**config.mk**
```make
export PLATFORM = sky130hd
export DESIGN_NAME = fpga_cfg_seq
export DESIGN_NICKNAME = d
export VERILOG_FILES = /design/src/rtl/cfg_seq_pkg.sv /design/src/rtl/cfg_sync.sv /design/src/rtl/cfg_timer.sv /design/src/rtl/cfg_shifter.sv /design/src/rtl/fpga_cfg_seq.sv
export SDC_FILE = /design/constraint.sdc
export NUM_CORES = 1
export LEC_CHECK = 0
export BUFFER_PORTS_ARGS = -buffer_cell sky130_fd_sc_hd__buf_2
export CORE_MARGIN = 8
export CORE_UTILIZATION = 45
export DETAILED_ROUTE_END_ITERATION = 10
export MAX_ROUTING_LAYER = met4
export PLACE_DENSITY = 0.64
export SLEW_MARGIN = 20
export SYNTH_ARGS = -nofsm -noshare
export SYNTH_HDL_FRONTEND = slang
export SYNTH_HIERARCHICAL = 1
export SYNTH_SLANG_ARGS = --single-unit
```
**constraint.sdc**
```tcl
create_clock -name clk -period 2.1 [get_ports clk]
set_clock_uncertainty 0.2 [all_clocks]
set_input_delay 0 -clock clk [delete_from_list [all_inputs] [get_ports clk]]
set_output_delay 0 -clock clk [all_outputs]
set_load 0.01 [all_outputs]
```
**src/rtl/cfg_seq_pkg.sv**
```systemverilog
package cfg_seq_pkg;
  typedef enum logic [2:0] {
    S_IDLE, S_RHOLD, S_RCHK, S_HKEEP, S_GAP, S_LOAD, S_DCHK, S_PAD
  } seq_st_t;

  localparam logic [1:0] STAT_OK       = 2'd0;
  localparam logic [1:0] STAT_RST_FAIL = 2'd1;
  localparam logic [1:0] STAT_LD_FAIL  = 2'd2;
endpackage

```
**src/rtl/cfg_sync.sv**
```systemverilog
module cfg_sync #(
  parameter int STAGES = 2
) (
  input  logic clk,
  input  logic rst,
  input  logic d,
  output logic q
);
  logic [STAGES-1:0] pipe;

  always_ff @(posedge clk) begin
    if (rst) pipe <= '0;
    else     pipe <= {pipe[STAGES-2:0], d};
  end

  assign q = pipe[STAGES-1];
endmodule

```
**src/rtl/cfg_timer.sv**
```systemverilog
module cfg_timer #(
  parameter int W = 8
) (
  input  logic         clk,
  input  logic         rst,
  input  logic         load,
  input  logic [W-1:0] val,
  output logic         zero
);
  logic [W-1:0] cnt;

  always_ff @(posedge clk) begin
    if (rst)       cnt <= '0;
    else if (load) cnt <= val;
    else if (cnt != '0) cnt <= cnt - 1'b1;
  end

  assign zero = (cnt == '0);
endmodule

```
**src/rtl/cfg_shifter.sv**
```systemverilog
module cfg_shifter #(
  parameter int HALF = 2,
  parameter int BITS = 8
) (
  input  logic            clk,
  input  logic            rst,
  input  logic            go,
  input  logic [BITS-1:0] din,
  output logic            active,
  output logic            fin,
  output logic            sclk,
  output logic            mosi
);
  localparam int DW = (HALF > 1) ? $clog2(HALF) : 1;
  localparam int BW = $clog2(BITS);

  logic [DW-1:0]   div;
  logic [BW-1:0]   bitc;
  logic [BITS-1:0] sh;

  always_ff @(posedge clk) begin
    if (rst) begin
      div <= '0; bitc <= '0; sh <= '0;
      active <= 1'b0; fin <= 1'b0; sclk <= 1'b0;
    end else begin
      fin <= 1'b0;
      if (!active) begin
        if (go) begin
          sh     <= din;
          active <= 1'b1;
          div    <= '0;
          bitc   <= '0;
          sclk   <= 1'b0;
        end
      end else if (div == DW'(HALF-1)) begin
        div  <= '0;
        sclk <= !sclk;
        if (sclk) begin
          if (bitc == BW'(BITS-1)) begin
            active <= 1'b0;
            fin    <= 1'b1;
            sh     <= '0;
          end else begin
            bitc <= bitc + 1'b1;
            sh   <= {sh[BITS-2:0], 1'b0};
          end
        end
      end else begin
        div <= div + 1'b1;
      end
    end
  end

  assign mosi = sh[BITS-1];
endmodule

```
**src/rtl/fpga_cfg_seq.sv**
```systemverilog
module fpga_cfg_seq
  import cfg_seq_pkg::*;
#(
  parameter int CLK_HZ     = 100_000_000,
  parameter int SCLK_HALF  = 2,
  parameter int RESET_CYC  = 100,
  parameter int HK_CYC     = 120_000,
  parameter int PAD_BYTES  = 7
) (
  input  logic       clk,
  input  logic       rst,
  input  logic       start,
  input  logic [7:0] in_data,
  input  logic       in_valid,
  input  logic       in_last,
  output logic       in_ready,
  output logic       cfg_rst_n,
  output logic       spi_cs_n,
  output logic       spi_sclk,
  output logic       spi_mosi,
  input  logic       done_in,
  output logic       busy,
  output logic       fin_pulse,
  output logic [1:0] fin_status,
  output logic       operating
);
  localparam int SCLK_HZ = CLK_HZ / (2 * SCLK_HALF);
  localparam int TMAX    = (RESET_CYC > HK_CYC) ? RESET_CYC : HK_CYC;
  localparam int TW      = $clog2(TMAX + 1);
  localparam int PW      = (PAD_BYTES > 1) ? $clog2(PAD_BYTES) : 1;

  generate
    if (SCLK_HZ > 25_000_000 || SCLK_HZ < 1_000_000) begin : g_bad_rate
      $error("fpga_cfg_seq: serial clock outside 1..25 MHz");
    end
    if (RESET_CYC < 3 || HK_CYC < 1 || PAD_BYTES < 1) begin : g_bad_timing
      $error("fpga_cfg_seq: timing parameters too small");
    end
  endgenerate

  seq_st_t        state, nxt;
  logic           done_s;
  logic           t_load, t_zero;
  logic [TW-1:0]  t_val;
  logic           ser_go, ser_active, ser_fin;
  logic [7:0]     ser_din;
  logic           last_q;
  logic [PW-1:0]  pad_cnt;
  logic [1:0]     stat_n, stat_q;
  logic           rstn_q, csn_q, busy_q, fin_q, oper_q;

  cfg_sync #(.STAGES(2)) u_sync (
    .clk(clk), .rst(rst), .d(done_in), .q(done_s)
  );

  cfg_timer #(.W(TW)) u_tmr (
    .clk(clk), .rst(rst), .load(t_load), .val(t_val), .zero(t_zero)
  );

  cfg_shifter #(.HALF(SCLK_HALF), .BITS(8)) u_ser (
    .clk(clk), .rst(rst), .go(ser_go), .din(ser_din),
    .active(ser_active), .fin(ser_fin), .sclk(spi_sclk), .mosi(spi_mosi)
  );

  assign in_ready = (state == S_LOAD) && !ser_active && !last_q;

  always_comb begin
    nxt     = state;
    t_load  = 1'b0;
    t_val   = '0;
    ser_go  = 1'b0;
    ser_din = in_data;
    stat_n  = stat_q;
    unique case (state)
      S_IDLE: if (start) begin
        nxt    = S_RHOLD;
        t_load = 1'b1;
        t_val  = TW'(RESET_CYC - 1);
      end
      S_RHOLD: if (t_zero) nxt = S_RCHK;
      S_RCHK: begin
        if (done_s) begin
          nxt    = S_IDLE;
          stat_n = STAT_RST_FAIL;
        end else begin
          nxt    = S_HKEEP;
          t_load = 1'b1;
          t_val  = TW'(HK_CYC - 1);
        end
      end
      S_HKEEP: if (t_zero) nxt = S_GAP;
      S_GAP:   nxt = S_LOAD;
      S_LOAD: begin
        ser_go = in_valid && in_ready;
        if (ser_fin && last_q) nxt = S_DCHK;
      end
      S_DCHK: begin
        if (!done_s) begin
          nxt    = S_IDLE;
          stat_n = STAT_LD_FAIL;
        end else begin
          nxt = S_PAD;
        end
      end
      S_PAD: begin
        ser_din = '0;
        if (ser_fin && pad_cnt == PW'(PAD_BYTES - 1)) begin
          nxt    = S_IDLE;
          stat_n = STAT_OK;
        end else begin
          ser_go = !ser_active;
        end
      end
      default: nxt = S_IDLE;
    endcase
  end

  always_ff @(posedge clk) begin
    if (rst) begin
      state   <= S_IDLE;
      last_q  <= 1'b0;
      pad_cnt <= '0;
      stat_q  <= STAT_OK;
      rstn_q  <= 1'b1;
      csn_q   <= 1'b1;
      busy_q  <= 1'b0;
      fin_q   <= 1'b0;
      oper_q  <= 1'b0;
    end else begin
      state  <= nxt;
      oper_q <= done_s;
      if (state == S_IDLE) last_q <= 1'b0;
      else if (ser_go && state == S_LOAD && in_last) last_q <= 1'b1;
      if (state == S_DCHK) pad_cnt <= '0;
      else if (state == S_PAD && ser_fin) pad_cnt <= pad_cnt + 1'b1;
      fin_q <= (state != S_IDLE) && (nxt == S_IDLE);
      if ((state != S_IDLE) && (nxt == S_IDLE)) stat_q <= stat_n;
      rstn_q <= (nxt != S_RHOLD);
      csn_q  <= !(nxt == S_RHOLD || nxt == S_RCHK || nxt == S_HKEEP ||
                  nxt == S_LOAD  || nxt == S_DCHK || nxt == S_PAD);
      busy_q <= (nxt != S_IDLE);
    end
  end

  assign cfg_rst_n  = rstn_q;
  assign spi_cs_n   = csn_q;
  assign busy       = busy_q;
  assign fin_pulse  = fin_q;
  assign fin_status = stat_q;
  assign operating  = oper_q;
endmodule

```
==> out/results.ini <==
[floorplanning]
row_count = 27
die-area_um2 = 8260
core_area_um2 = 5470
die_x_um = 90.9
pin_count = 24
initial_core_util = 0.461
die_h_um = 90.9

[timing]
final.setup.worst_slack_ns = -0.0294
rsz0062_at_grt = yes
fmax_mhz = 470
slew_viol_final = 0
period_share = 1.01
finalSetupViolCount = 4
fin_tns_setup_ns = -0.0866
holdWs_ns = 0.180
min_period_ns = 2.13
hold_viol = 0

[global_routing]
grt_max_degree = 22
grt_pass1_vias = 2176
grt_usage = 0.144
antenna_found_initial = 0
gr-total-overflow = 0
grt_pass1_wl_mm = 9.80

[clock_network]
htreeDepth = 2
clkSinkCount = 48
cts_buffers = 5
cts.root.buffer_cell = clkbuf_8
clkLatencyLatePin_ns = 0.29
cts_tree = yes
clockBufferDepth = 2
path_clk_slew_ns = 0.09

[drt]
finalWirelength_mm = 5.79
vias = 2309
ant_nets = 0
drt_pass1_iterations = 4
route.detailed.drc = 0
via_per_inst = 5.25
first_iter_violations = 85
wl_per_cell_um = 13.2

[outcome]
violations = negative setup slack
status = finished with violations

[yosys]
synth_top_area_share = 0.381
synth_most_common_cell = dfxtp_1
avgSynthCellArea_um2 = 8.50
synth.yosys.seq_area_share = 0.381
synth.largest_area_cell = dfxtp_1
synth_compound_area_frac = 0.162
synth-simple-area-share = 0.329
synth-main-ff-cell = dfxtp_1
synth_area_um2 = 2520
ys_async_sr_fraction = 0
synth_area_leaders = dfxtp_1, nor3_1, nand2_1
muxShareOfSynthArea = 0.0168
synth_fa_ha_area_frac = 0.0297
synth-xor-area-share = 0.0347
ys_types = 60
synth_edf_count = 0
ys_ff_latch = 48
synth_top_family_by_area = simple AND/OR/NAND/NOR gates
ys_top_cells_by_count = dfxtp_1, nand2_1, nor3_1
yosys_warnings = 6
synthCells = 297

[pwr]
p_total_mw = 3.72
peakVddDrop_mv = 0.626
power_density_nw_per_um2 = 1140
p_leak_nw = 1.28

[placed_design]
io_buffers = 23
dp_hpwl_mm = 4.24
gp_congestion = 0.812

[setup_path]
crit_buf_inv = 1
crit_top_cell = or2_4
crit_start = u_tmr/cnt[13]
cp_top_family = simple AND/OR/NAND/NOR gates
endpoint_kind = flip-flop
slowest_delay_ns = 0.42
path_max_fanout = 5
criticalPathCategory = reg2reg
crit_arrival_ns = 2.17
rr_startpoint = u_tmr/cnt[13]
start_kind = flip-flop
crit_chain = or2_4, or4_4, or2_4, inv_4, mux2_1, o22ai_1, a32o_2, nor2_2
worst_path_max_delay_cell = or4_4
cp.required_ns = 2.14

[finish]
fillers = 502
final_nets = 387
antenna_cells = 0
drive_above_1_share = 0.296
syn2layout_area_growth_pct = 29.0

[min_path]
hold_path.class = in2reg
worstHoldStart = in_valid

[job]
drv_cap = 0

sequential cells by signal, indices dropped and copies added (netlist names), 2 cells and up:
signal,cells
state,3
u_sync/pipe,2
u_ser/bitc,3
u_ser/sh,8
u_tmr/cnt,17
pad_cnt,3
fin_status,2
where the power goes:
part           total, mW  switching [mW]  leakage [nW]  internal [mW]
combinational       1.92           0.927         0.844          0.996
clock              0.571           0.302        0.0455          0.269
sequential          1.23           0.140         0.393           1.09
per-stage QoR:
step / setup slack, ns / instances / utilization / instance area (um^2)
after floorplan: -0.0199 / 301 / - / 2590
after global placement: 0.00770 / 418 / 0.545 / 2980
after detailed placement: -0.0201 / 418 / 0.545 / 2980
after CTS: -0.0352 / 440 / 0.588 / 3220
after global routing: -0.115 / 440 / 0.595 / 3260
final: -0.0294 / 440 / 0.595 / 3260
logic make-up (layout without fill, tap and decap cells):
| kind of cell | count (synthesis) | in the layout |
|---|---|---|
| compound gates | 57 | 57 |
| simple gates | 149 | 149 |
| other cells | 1 | 5 |
| flops | 48 | 48 |
| buf+inv | 22 | 89 |
| xor+xnor | 10 | 10 |
| mux | 4 | 4 |
| fa+ha+maj | 6 | 6 |
metal layers:
layer | track usage | share of wire | wire length [um]
met1 | 0.179 | 0.49 | 2830
met2 | 0.232 | 0.48 | 2770
met3 | 0.0299 | 0.026 | 150
met4 | 0.0382 | 0.0073 | 42
met5 | - | 0 | 0
layout make-up:
cell class / instances / area (um^2) / share of cell area
clock buffer: 8 / 90.1 / 0.0276
inverter: 8 / 32.5 / 0.00998
multi-input combinational: 231 / 1560 / 0.478
sequential: 48 / 966 / 0.296
tap: 72 / 90.1 / 0.0276
timing repair buffer: 73 / 523 / 0.161
final timing paths:
kind / endpoint / cells after the start / slack, ns
hold reg to reg: u_sync/pipe[1] / 1 / 0.24
setup / recovery: spi_cs_n / 8 / -0.03
setup reg to reg: spi_cs_n / 8 / -0.03
hold / removal: u_ser/div / 7 / 0.18
layout by cell type (no fill, tap or decap), drive strengths merged, types with 9 or more instances in the layout:
| cell type | n |
|---|---|
| nand3b | 11 |
| dlygate4sd3 | 13 |
| nor3 | 27 |
| a21oi | 15 |
| and2 | 9 |
| buf | 60 |
| nand2b | 10 |
| dfxtp | 48 |
| nor2 | 22 |
| nand2 | 30 |
| o21ai | 16 |
timing repair:
item                                    4_1_cts  5_1_grt
endpoints found under the hold margin        21        0
setup buffers                                 1        0
resized for setup                             4       10
hold buffers                                 13        0
pin swaps                                     1        6
endpoints found under the setup margin        6       15
worst register-to-register path: cells and delay by family, from the launching register on:
| family | cells | cell delay (ns) |
|---|---|---|
| compound gates | 2 | 0.38 |
| buf+inv | 1 | 0.07 |
| flops | 1 | 0.33 |
| mux | 1 | 0.12 |
| simple gates | 4 | 0.98 |
Note: power is estimated with default switching activity, not from simulation.
